[src/rtl/rtc_irq_pkg.sv]
package rtc_irq_pkg;

    localparam int RATE_W   = 4;
    localparam int MAX_CODE = (1 << RATE_W) - 1;
    localparam int DIV_W    = MAX_CODE;
    localparam int NFLAG    = 3;

    localparam logic [2:0] DV_RUN = 3'b010;

    typedef struct packed {
        logic [2:0]        dv;
        logic [RATE_W-1:0] rate;
    } ctrl_a_t;

    typedef struct packed {
        logic pie;
        logic aie;
        logic uie;
        logic sqwe;
    } ctrl_b_t;

    function automatic logic dv_held(input logic [2:0] dv);
        return dv[2:1] == 2'b11;
    endfunction

    // low (code-1) bits set; zero for code 0 and code 1
    function automatic logic [DIV_W-1:0] tap_mask(input logic [RATE_W-1:0] code);
        logic [DIV_W-1:0] m;
        for (int i = 0; i < DIV_W; i++)
            m[i] = (32'(i) + 32'd1) < 32'(code);
        return m;
    endfunction

endpackage

[src/rtl/rtc_ctrl_regs.sv]
module rtc_ctrl_regs
    import rtc_irq_pkg::*;
(
    input  logic       clk,
    input  logic       rst,
    input  logic       wr_a,
    input  logic       wr_b,
    input  logic [7:0] wr_data,
    output ctrl_a_t    a_q,
    output ctrl_b_t    b_q
);
    logic unused_bits;
    assign unused_bits = ^{wr_data[7], wr_data[2:0]};

    always_ff @(posedge clk) begin
        if (rst) begin
            a_q <= '0;
            b_q <= '0;
        end else begin
            if (wr_a) a_q <= ctrl_a_t'(wr_data[6:0]);
            if (wr_b) b_q <= ctrl_b_t'(wr_data[6:3]);
        end
    end
endmodule

[src/rtl/rtc_rate_div.sv]
module rtc_rate_div
    import rtc_irq_pkg::*;
#(
    parameter int DW = DIV_W,
    parameter int RW = RATE_W
) (
    input  logic          clk,
    input  logic          rst,
    input  logic          tick_en,
    input  logic [2:0]    dv,
    input  logic [RW-1:0] rate,
    input  logic          sqw_en,
    output logic          per_evt,
    output logic          sqw
);
    logic [DW-1:0] cnt_q;
    logic [DW-1:0] mask;
    logic          tick_q;
    logic          run;
    logic          held;
    logic          phase;

    assign run  = (dv == DV_RUN);
    assign held = dv_held(dv);
    assign mask = tap_mask(rate);

    always_ff @(posedge clk) begin
        if (rst || held) begin
            cnt_q  <= '0;
            tick_q <= 1'b0;
        end else begin
            if (run && tick_en) cnt_q <= cnt_q + 1'b1;
            tick_q <= run && tick_en;
        end
    end

    assign per_evt = run && tick_en && (rate != '0) && ((cnt_q & mask) == mask);

    always_comb begin
        phase = tick_q;
        for (int i = 0; i < DW - 1; i++)
            if (32'(rate) == i + 2) phase = cnt_q[i];
    end

    assign sqw = sqw_en && (rate != '0) && phase;


    held_no_evt_chk: assert property (@(posedge clk) disable iff (rst)
        held |-> !per_evt);

    held_clears_chk: assert property (@(posedge clk) disable iff (rst)
        held |=> (cnt_q == '0));

    no_back_to_back_chk: assert property (@(posedge clk) disable iff (rst)
        (per_evt && rate >= 2) |=> (!per_evt || rate != $past(rate)));

    code0_quiet_chk: assert property (@(posedge clk) disable iff (rst)
        (rate == '0) |-> (!per_evt && !sqw));
endmodule

[src/rtl/rtc_flag_reg.sv]
module rtc_flag_reg
    import rtc_irq_pkg::*;
(
    input  logic             clk,
    input  logic             rst,
    input  logic             rd_clr,
    input  logic [NFLAG-1:0] ev,
    input  logic [NFLAG-1:0] en,
    output logic [NFLAG-1:0] flags_q,
    output logic             irqf
);
    always_ff @(posedge clk) begin
        if (rst)         flags_q <= '0;
        else if (rd_clr) flags_q <= ev;
        else             flags_q <= flags_q | ev;
    end

    assign irqf = |(flags_q & en);


    keep_on_read_chk: assert property (@(posedge clk) disable iff (rst)
        (rd_clr && ev != '0) |=> ((flags_q & $past(ev)) == $past(ev)));

    clear_on_read_chk: assert property (@(posedge clk) disable iff (rst)
        (rd_clr && ev == '0) |=> (flags_q == '0));

    sticky_chk: assert property (@(posedge clk) disable iff (rst)
        !rd_clr |=> ((flags_q & $past(flags_q)) == $past(flags_q)));

    idle_no_irq_chk: assert property (@(posedge clk) disable iff (rst)
        (flags_q == '0) |-> !irqf);
endmodule

[src/rtl/rtc_irq_unit.sv]
module rtc_irq_unit
    import rtc_irq_pkg::*;
(
    input  logic       clk,
    input  logic       rst,
    input  logic       tick_en,
    input  logic       wr_a,
    input  logic       wr_b,
    input  logic [7:0] wr_data,
    input  logic       alarm_evt,
    input  logic       update_evt,
    input  logic       rd_c,
    output logic [7:0] c_data,
    output logic       irq,
    output logic       sqw
);
    ctrl_a_t          a_q;
    ctrl_b_t          b_q;
    logic             per_evt;
    logic [NFLAG-1:0] flags;
    logic             irqf;

    rtc_ctrl_regs u_regs (
        .clk(clk), .rst(rst), .wr_a(wr_a), .wr_b(wr_b),
        .wr_data(wr_data), .a_q(a_q), .b_q(b_q)
    );

    rtc_rate_div #(.DW(DIV_W), .RW(RATE_W)) u_div (
        .clk(clk), .rst(rst), .tick_en(tick_en), .dv(a_q.dv),
        .rate(a_q.rate), .sqw_en(b_q.sqwe), .per_evt(per_evt), .sqw(sqw)
    );

    rtc_flag_reg u_flags (
        .clk(clk), .rst(rst), .rd_clr(rd_c),
        .ev({per_evt, alarm_evt, update_evt}),
        .en({b_q.pie, b_q.aie, b_q.uie}),
        .flags_q(flags), .irqf(irqf)
    );

    assign c_data = {irqf, flags, 4'b0000};
    assign irq    = irqf;


    sqw_gate_chk: assert property (@(posedge clk) disable iff (rst)
        !b_q.sqwe |-> !sqw);
endmodule

[config.mk]
export PLATFORM = sky130hd
export DESIGN_NAME = rtc_irq_unit
export DESIGN_NICKNAME = d
export VERILOG_FILES = /design/src/rtl/rtc_irq_pkg.sv /design/src/rtl/rtc_ctrl_regs.sv /design/src/rtl/rtc_rate_div.sv /design/src/rtl/rtc_flag_reg.sv /design/src/rtl/rtc_irq_unit.sv
export SDC_FILE = /design/constraint.sdc
export NUM_CORES = 1
export LEC_CHECK = 0
export BUFFER_PORTS_ARGS = -buffer_cell sky130_fd_sc_hd__buf_2
export CAP_MARGIN = 20
export CORE_UTILIZATION = 60
export DETAILED_ROUTE_END_ITERATION = 16
export PLACE_DENSITY_LB_ADDON = 0.12
export SLEW_MARGIN = 10
export SYNTH_ARGS = -nofsm -noshare
export SYNTH_HDL_FRONTEND = slang
export SYNTH_HIERARCHICAL = 1
export SYNTH_SLANG_ARGS = --single-unit
export TNS_END_PERCENT = 1
[constraint.sdc]
create_clock -name clk -period 3.2 [get_ports clk]
set_input_delay 0.32 -clock clk [delete_from_list [all_inputs] [get_ports clk]]
set_output_delay 0.32 -clock clk [all_outputs]
set_load 0.05 [all_outputs]
==> flow_results.org, run 1 <==
** STA
- Aggregate negative setup slack :: 0 ns
- The final number of hold-violating endpoints came to 0.
- On the final layout, the worst clock skew is approximately 0.0063 ns.
- Setup violations remaining at the end of the flow were counted as 0.
- Fmax achieved :: around 380 MHz
- Part of the cycle the worst path needs :: between 80% and 90%
- Final Critical Period :: roughly 2.7 ns
- The number of pins with negative max-slew slack in the final report was 0.
- Max transition margin :: between 50% and 60%
- Transition at the pin with the smallest max-transition slack :: ~0.67 ns
- Setup repair after global routing left no endpoint under its margin.

** Floorplanning
- The floorplan step set the die width to ~55 um.
- Number of core rows :: 18
- 26 I/O pins were placed.
- The core region is 2570 um2.
- Die height :: ~55 um
- Initial cell density of the core :: between 60% and 70%
- Die Area :: 3020 um2

** Worst setup path
- Of all nets on the critical path, the largest fanout is 21.
- Type of element capturing the critical path :: primary output
- Arrival time of the worst setup path :: roughly 2.3 ns
- Startpoint kind of the worst setup timing path :: register
- Data on the critical path is required at its endpoint by around 2.9 ns.
- In this run the critical register-to-register path is captured at u_flags/flags_q[2].
- Cell family with the largest share of critical-path delay :: flip-flops
- Worst path buffer plus inverter count :: 1
- The critical path crosses 6 cells after its start point.
- In this design, the stage delay of the slowest critical-path cell is between 0.7 and 0.8 ns.
- Max stage delay cell, worst path :: sky130_fd_sc_hd__dfxtp_1
- Worst-path cell chain :: mux2i_1, and3_1, a31oi_1, a22oi_1, o32ai_1, buf_2
- By startpoint and endpoint, the worst setup path is classified as reg -> out.
- Cell depth of the worst flop-to-flop path :: 7
- The worst register-to-register path begins at u_regs/a_q[2].
- Flop2flop setup slack :: approximately 1.1 ns

** Logic synthesis
- Summed instance area of the synthesized netlist :: ~1700 um2
- Most common library cells after synthesis :: 30 x sky130_fd_sc_hd__nor2_1, 29 x sky130_fd_sc_hd__dfxtp_1, 13 x sky130_fd_sc_hd__mux2i_1
- Counting every instance in the synthesized netlist gives 200.
- Count of flip-flops with a built-in enable after synthesis :: 0
- After synthesis, the share of flip-flops with an asynchronous set or reset is 0%.
- sky130_fd_sc_hd__nor2_1 is the most common cell in the netlist.
- For this run, the number of Yosys warnings is 6.
- Register bit count reported by yosys :: 29
- Dividing the synthesized area by the synthesized cell count gives around 8.4 um2.
- Largest area contributor in the synthesized netlist :: sky130_fd_sc_hd__dfxtp_1
- Dominant cells by area after synthesis :: sky130_fd_sc_hd__dfxtp_1 35%, sky130_fd_sc_hd__mux2i_1 7.7%, sky130_fd_sc_hd__nor2_1 6.7%
- The share of synthesized area in the top cell type comes to 34.5%.
- The synthesized netlist contains 52 unique library cells.
- After synthesis, flip-flops and latches occupy approximately 35% of the total area.
- Top flip-flop cell by instance count after synthesis :: sky130_fd_sc_hd__dfxtp_1

** Power
- Power spread over the standard cell area amounts to approximately 410 nW/um2.
- The analysis attributes to cell leakage a power of between 0.7 and 0.8 nW.
- IR analysis of the VDD net gives a maximum drop of around 0.5 mV.

** Clock tree
- The clock drives 29 sinks.
- After clock tree synthesis, the clock-pin slew on the worst setup and hold paths is 0.09 ns.
- CTS tree :: yes
- For the worst-skew pair, the clock arrives at the later sink with an insertion delay of around 0.33 ns.
- Total CTS buffers :: 5
- The root buffer cell chosen for the clock tree is sky130_fd_sc_hd__clkbuf_4.
- In this run the number of H-tree levels came out at 2.
- Buffers inserted to repair hold after CTS numbered 0.
- In this run the deepest clock path goes through 2 buffers.
- Post-CTS resize count :: 0
- The number of setup buffers added after CTS is 0.

** GRT
- After global routing the overflow that remains totals 0.
- Entering global routing, the biggest net connects 23 pins.
- Wire length of the first global-routing pass :: roughly 4900 um
- Number of antenna violations at the first check in global routing :: 0
- Gr usage total :: a little under a quarter
- Via count of the first global-routing pass :: between 1000 and 1500

** Routing
- The final route contains between 1000 and 1500 vias.
- WL per Instance :: 13.9 um
- In this run, the number of DRC markers left after iteration 0 of detailed routing was 28.
- For this run, the detailed router's first-pass iteration total came to 5.
- The detail route stage leaves a number of antenna-violating nets equal to 0.
- Dividing the detail-routed via count by the number of cells gives 5.65.
- Wire length after detailed routing :: roughly 3400 um
- After detailed routing, the number of remaining DRC violations is 0.

** Layout
- After the last flow step, the layout net total stands at approximately 230.
- Fill cells in the final layout number ~220.
- The finished cells cover 1780 um2.
- Layout-stage area growth over the synthesis result :: 6.11%
- Of the cells placed in the final design, the portion with a size suffix greater than 1 is 17.4%.
- The repair_antennas step left the layout with diodes totalling 0.

** Flow run
- Count of maximum capacitance violations :: 0

** Place
- Summed over all nets, the half-perimeter wirelength after detailed placement is approximately 2500 um.
- Port Buffer Count :: 20
- The congestion estimate from routability-driven global placement came to a little under 0.8.
- Cell area after placement :: 1710 um2

** Hold path
- WHS Path Cells :: 3
- In this run the worst hold path is classified as in -> reg.
- For hold timing, the worst endpoint is u_flags/flags_q[1].
- The worst hold path begins at alarm_evt.

** Run status
- The run finished with clean final reports.
-- cells in the final DEF, fill, tap and decap left out, types with 3 or more instances in the layout --
master,n
sky130_fd_sc_hd__buf_2,20
sky130_fd_sc_hd__a21oi_1,12
sky130_fd_sc_hd__nand3_1,3
sky130_fd_sc_hd__nor2_1,30
sky130_fd_sc_hd__nand2b_1,8
sky130_fd_sc_hd__nor2b_1,3
sky130_fd_sc_hd__nand2_1,11
sky130_fd_sc_hd__mux2i_1,13
sky130_fd_sc_hd__o21ai_0,7
sky130_fd_sc_hd__conb_1,4
sky130_fd_sc_hd__xnor2_1,8
sky130_fd_sc_hd__a31oi_1,3
sky130_fd_sc_hd__inv_1,9
sky130_fd_sc_hd__xor2_1,4
sky130_fd_sc_hd__dfxtp_1,29
sky130_fd_sc_hd__clkbuf_4,5
sky130_fd_sc_hd__and3_1,3
-- cell type report --
cell class	count	area (um2)	share of cell area, %
clock inverters	1	5.00	0.281
inverters	9	33.8	1.89
well taps	30	37.5	2.11
multi-input cells	147	961	53.9
repair buffers	20	100	5.61
flip-flops and latches	29	581	32.6
clock buffers	7	65.1	3.65
-- where the power goes --
group | switching [mW] | leakage (nW) | internal [mW]
clock network | 0.124 | 0.0413 | 0.127
registers | 0.0198 | 0.236 | 0.371
logic | 0.0587 | 0.484 | 0.0364
total | 0.202 | 0.762 | 0.535
-- cell families (layout without fill, tap and decap cells) --
group	after synthesis	count (layout)	synth area share, %
flip-flops	29	29	34.5
AO/OA/AOI/OAI	39	39	14.9
other	1	4	0.223
AND/OR/NAND/NOR	78	78	26.7
buffers and inverters	27	37	8.93
multiplexers	13	13	7.74
adder cells (fa/ha/maj)	1	1	0.744
XOR/XNOR	12	12	6.25
-- state kept, by name (all words and copies together) (netlist names) --
signal,count
u_flags/flags_q,3
u_regs/a_q,7
u_div/tick_q,1
u_regs/b_q,4
u_div/cnt_q,14
-- tightest hold or removal path: stages --
cell and delay, ns:
sky130_fd_sc_hd__buf_2 0.09, sky130_fd_sc_hd__inv_1 0.04, sky130_fd_sc_hd__a21oi_1 0.05
-- through the flow --
stage | utilization, % | hold WS [ns] | total power [mW] | worst slack, ns | cells
floorplan | - | 0.389 | 0.480 | 0.586 | 203
global placement | 66.7 | 0.465 | 0.489 | 0.981 | 235
detailed placement | 66.7 | 0.496 | 0.494 | 0.935 | 235
CTS | 69.4 | 0.209 | 0.739 | 0.561 | 243
global route | 69.4 | 0.216 | 0.767 | 0.364 | 243
finish | 69.4 | 0.212 | 0.737 | 0.537 | 243
-- routing by layer --
| layer | vias to the layer above | global-route usage, % | part of all wire (%) |
|---|---|---|---|
| li1 | 707 | - | - |
| met1 | 630 | 29.2 | 47 |
| met2 | 33 | 38.6 | 47 |
| met3 | 4 | 7.38 | 4.4 |
| met4 | 0 | 7.50 | 0.80 |
| met5 | - | 0 | 0 |
-- worst max-delay path by stage --
stage,from,end
global placement,u_regs/a_q[0],sqw
detailed placement,u_regs/a_q[0],sqw
floorplan,u_regs/a_q[1],sqw
finish,u_regs/a_q[0],sqw
global route,u_regs/a_q[0],sqw
CTS,u_regs/a_q[0],sqw
Power figures use the tool's default switching activity.
==> run 2: changes to the inputs <==
--- a/config.mk
+++ b/config.mk
@@ -7,7 +7,7 @@
 export LEC_CHECK = 0
 export BUFFER_PORTS_ARGS = -buffer_cell sky130_fd_sc_hd__buf_2
 export CAP_MARGIN = 20
-export CORE_UTILIZATION = 60
+export CORE_UTILIZATION = 56
 export DETAILED_ROUTE_END_ITERATION = 16
 export PLACE_DENSITY_LB_ADDON = 0.12
 export SLEW_MARGIN = 10
==> constraint.sdc (replaced) <==
create_clock -name clk -period 2.8 [get_ports clk]
set_input_delay 0.28 -clock clk [delete_from_list [all_inputs] [get_ports clk]]
set_output_delay 0.28 -clock clk [all_outputs]
set_load 0.05 [all_outputs]
==> run 2 against run 1 <==
Effect of this change:
- the flow now finishes with violations (DRC)
- clock power about the same
- largest power group unchanged
- cell count unchanged
- die area grew 6.9%
- count of clock-buffer cells in the layout stayed put
- worst setup slack worse by 0.28 ns
- non-clock buffer count unchanged
- clock skew rose by 0.0065 ns
- combinational power rose by 13%
- global-route usage shrank 0.64 points
- worst hold slack lost 0.031 ns
- sequential share of layout area rose by 0.30 points
- highest routed layer unchanged
- first-iteration DRC count grew to 3.3 times the previous value
==> flow_results.org, run 2 (synthesized netlist as in run 1, its figures left out) <==
** Routing
- The detail-routed net length per standard cell was 13.6 um (was 13.9 um).
- Detailed-route DRC error count :: 2 (was 0)
- Antenna-violating nets left :: 0 (unchanged)
- Router iterations before antenna repair :: 10 (was 5)
- The overall via count from detail_route is 1376 (was 1374).
- Wire length after detailed routing :: 3310 um (was 3380 um)
- Initial DRC count :: 92 (was 28)
- The via-per-instance ratio was 5.66 (was 5.65).

** STA
- The number of pins with negative max-slew slack in the final report came to 0 (unchanged).
- Setup repair after global routing missed its margin: false (unchanged).
- The sum of negative setup slack was 0 ns (unchanged).
- The pin slew with the least headroom to its limit came to 0.682 ns (was 0.669 ns).
- The relative slew slack was 54.5% (was 55.4%).
- The final critical path takes up 90.8% of the cycle.
- Final Critical Period :: 2.54 ns
- Number of hold violations in the final report :: 0 (unchanged)
- Final setup violation count :: 0 (unchanged)
- Derived from the worst setup path, the maximum achievable clock frequency is approximately 390 MHz.
- Post-route clock skew :: 0.0128 ns (was 0.00629 ns)

** Floorplanning
- Number of core rows :: 19 (was 18)
- The I/O pin count was 26 (unchanged).
- Core Box Area :: 2810 um2 (was 2570 um2)
- Die height :: 56.8 um (was 54.9 um)
- Overall die width :: 56.8 um (was 54.9 um)
- The initial core utilization came to 59.9% (was 65.4%).
- The die area was 3220 um2 (was 3020 um2).

** Clock tree
- The post-CTS setup buffer count came to 0 (unchanged).
- The CTS tree was yes (unchanged).
- Number of levels the H-tree was split into :: 2 (unchanged)
- Post-CTS resize count :: 0 (unchanged)
- The number of sinks driven by the clock tree is 29 (unchanged).
- The cell at the root of the clock tree was sky130_fd_sc_hd__clkbuf_4 (unchanged).
- Total CTS buffers :: 5 (unchanged)
- Number of buffers on the longest clock path :: 2 (unchanged)
- Quantity of hold-fixing buffers added after cts :: 0 (unchanged)
- The register clock-pin slew on the reported worst setup and hold paths is 0.09 ns (about the same).
- Clk_lat worst skew :: 0.32 ns (was 0.33 ns)

** Flow run
- Count of maximum capacitance violations :: 0 (unchanged)

** Run status
- Status :: complete, but fails checks (was completed)
- Failing checks :: DRC

** Worst setup path
- The endpoint class of the critical path is a primary output (unchanged).
- R2R Path End :: u_flags/flags_q[2] (unchanged)
- Max stage delay cell, worst path :: sky130_fd_sc_hd__dfxtp_1 (unchanged)
- Critical path class :: reg -> out (unchanged)
- Cell depth of the worst flop-to-flop path :: 7 (unchanged)
- Largest stage delay, worst path :: 0.69 ns (was 0.76 ns)
- The type of element launching the critical path is a register (unchanged).
- Critical path startpoint :: u_regs/a_q[2] (was u_regs/a_q[0])
- Worst-path cell chain: nor2b_1, and3_1, a31oi_1, a22oi_1, o32ai_1, buf_2 (was mux2i_1, and3_1, a31oi_1, a22oi_1, o32ai_1, buf_2).
- The cell family contributing the most delay on the critical path is flip-flops (unchanged).
- The signal arrival time at the worst endpoint came to 2.26 ns (was 2.34 ns).
- Reg2Reg Launch Point :: u_regs/a_q[2] (unchanged)
- Worst path buffer plus inverter count :: 1 (unchanged)
- Critical path fanouts, max :: 19 (was 21)
- Critical path data required time :: 2.52 ns (was 2.88 ns)
- Flop2flop setup slack :: 0.66 ns (was 1.08 ns)

** Layout
- The number of nets at the end of the flow was 229 (unchanged).
- The number of inserted diodes is 0 (unchanged).
- The count of filler cells inserted in the layout was 260 (was 223).
- Top flop regs: u_div/cnt_q: 14 flops, u_regs/a_q: 7 flops, u_regs/b_q: 4 flops (unchanged).
- The number of flip-flops in the largest register is 14 (unchanged).
- Commonest cells after routing, fill and taps aside: 30 x sky130_fd_sc_hd__nor2_1, 28 x sky130_fd_sc_hd__dfxtp_1, 20 x sky130_fd_sc_hd__buf_2, 13 x sky130_fd_sc_hd__mux2i_1, 12 x sky130_fd_sc_hd__a21oi_1 (was 30 x sky130_fd_sc_hd__nor2_1, 29 x sky130_fd_sc_hd__dfxtp_1, 20 x sky130_fd_sc_hd__buf_2, 13 x sky130_fd_sc_hd__mux2i_1, 12 x sky130_fd_sc_hd__a21oi_1).
- The register bank with the most flops is u_div/cnt_q (unchanged).
- The most common cell after layout, fill and taps aside is sky130_fd_sc_hd__nor2_1 (unchanged).
- The fraction of final layout cells with drive strength greater than 1 came to 17.0% (was 17.4%).
- Post-route cell area :: 1770 um2 (was 1780 um2)
- The growth of design area from synthesis to finish is 5.36% (was 6.11%).

** GRT
- Pin count of the biggest net entering global routing :: 23 (unchanged)
- The combined global-route utilization of all metal layers is 22.9% (was 23.5%).
- The routing usage on met3 came to 5.99% (was 7.38%).
- The busiest layer in global routing was met2 (unchanged).
- Via count of the first global-routing pass :: 1293 (was 1133)
- Met2 usage :: 36.7% (was 38.6%)
- The number of antenna violations at the first check in global routing was 0 (unchanged).
- The leftover overflow at the end of global routing came to 0 (unchanged).
- Wire length of the first global-routing pass :: 5720 um (was 4850 um)
- Met1 demand-to-capacity share in global routing :: 29.6% (was 29.2%)

** Hold path
- The cell count of the worst hold path was 3 (unchanged).
- The worst hold-check path type was in -> reg (unchanged).
- The worst-case hold path end point is u_flags/flags_q[0] (was u_flags/flags_q[1]).
- Source of the worst hold timing path :: update_evt (was alarm_evt)

** Power
- P per Cell Area :: 456 nW/um2 (was 414 nW/um2)
- The leakage power of the design was 0.752 nW (was 0.762 nW).
- Worst voltage drop across the vdd grid :: 0.355 mV (was 0.505 mV)

** Place
- The number of buffers inserted by port buffering was 20 (unchanged).
- The post-place instance area came to 1710 um2 (about the same).
- HPWL reported at the end of detailed placement :: 2460 um (was 2490 um)
- Gpl congestion :: 0.765 (was 0.775)
-- run 2: stage by stage --
stage | hold slack [ns] | power (mW) | instances | util (%) | setup WS [ns]
2_1_floorplan | 0.349 | 0.548 | 203 | - | 0.226
3_3_place_gp | 0.466 | 0.559 | 236 | 61.1 | 0.619
3_5_place_dp | 0.488 | 0.564 | 236 | 61.1 | 0.522
4_1_cts | 0.174 | 0.814 | 243 | 63.1 | 0.150
5_1_grt | 0.186 | 0.848 | 243 | 63.1 | 0.0192
6_report | 0.181 | 0.807 | 243 | 63.1 | 0.258
-- run 2: cell type report --
cell class              instances  area (um2)  area share (%)
clock buffers                   7        55.1            3.11
inverters                       9        33.8            1.91
multi-input cells             147         961            54.3
flip-flops and latches         29         582            32.9
well taps                      31        38.8            2.19
repair buffers                 20         100            5.65
-- run 2: how the worst max path moves through the flow --
| stage | slack [ns] | cells after the start | to |
|---|---|---|---|
| after floorplan | 0.23 | 6 | sqw |
| after global placement | 0.62 | 6 | sqw |
| after detailed placement | 0.52 | 6 | sqw |
| after CTS | 0.15 | 6 | sqw |
| after global routing | 0.02 | 6 | sqw |
| final | 0.26 | 6 | sqw |
-- run 2: routing by layer --
layer / part of all wire (%) / up-vias
li1: - / 701
met1: 49 / 649
met2: 46 / 20
met3: 3.0 / 6
met4: 1.4 / 0
met5: 0 / -
-- run 2: where the power goes --
part / total, mW / internal, mW / switching, mW / leakage (nW)
registers: 0.447 / 0.425 / 0.0228 / 0.237
clock network: 0.253 / 0.118 / 0.134 / 0.0314
logic: 0.107 / 0.0416 / 0.0655 / 0.484
-- run 2: worst register-to-register path: stages (launching register included) --
cell and delay (ns):
sky130_fd_sc_hd__dfxtp_1 0.69, sky130_fd_sc_hd__and2b_1 0.27, sky130_fd_sc_hd__o221ai_1 0.17, sky130_fd_sc_hd__a211oi_1 0.21
sky130_fd_sc_hd__a31oi_1 0.12, sky130_fd_sc_hd__nor4_1 0.39, sky130_fd_sc_hd__inv_1 0.08, sky130_fd_sc_hd__a21oi_1 0.13
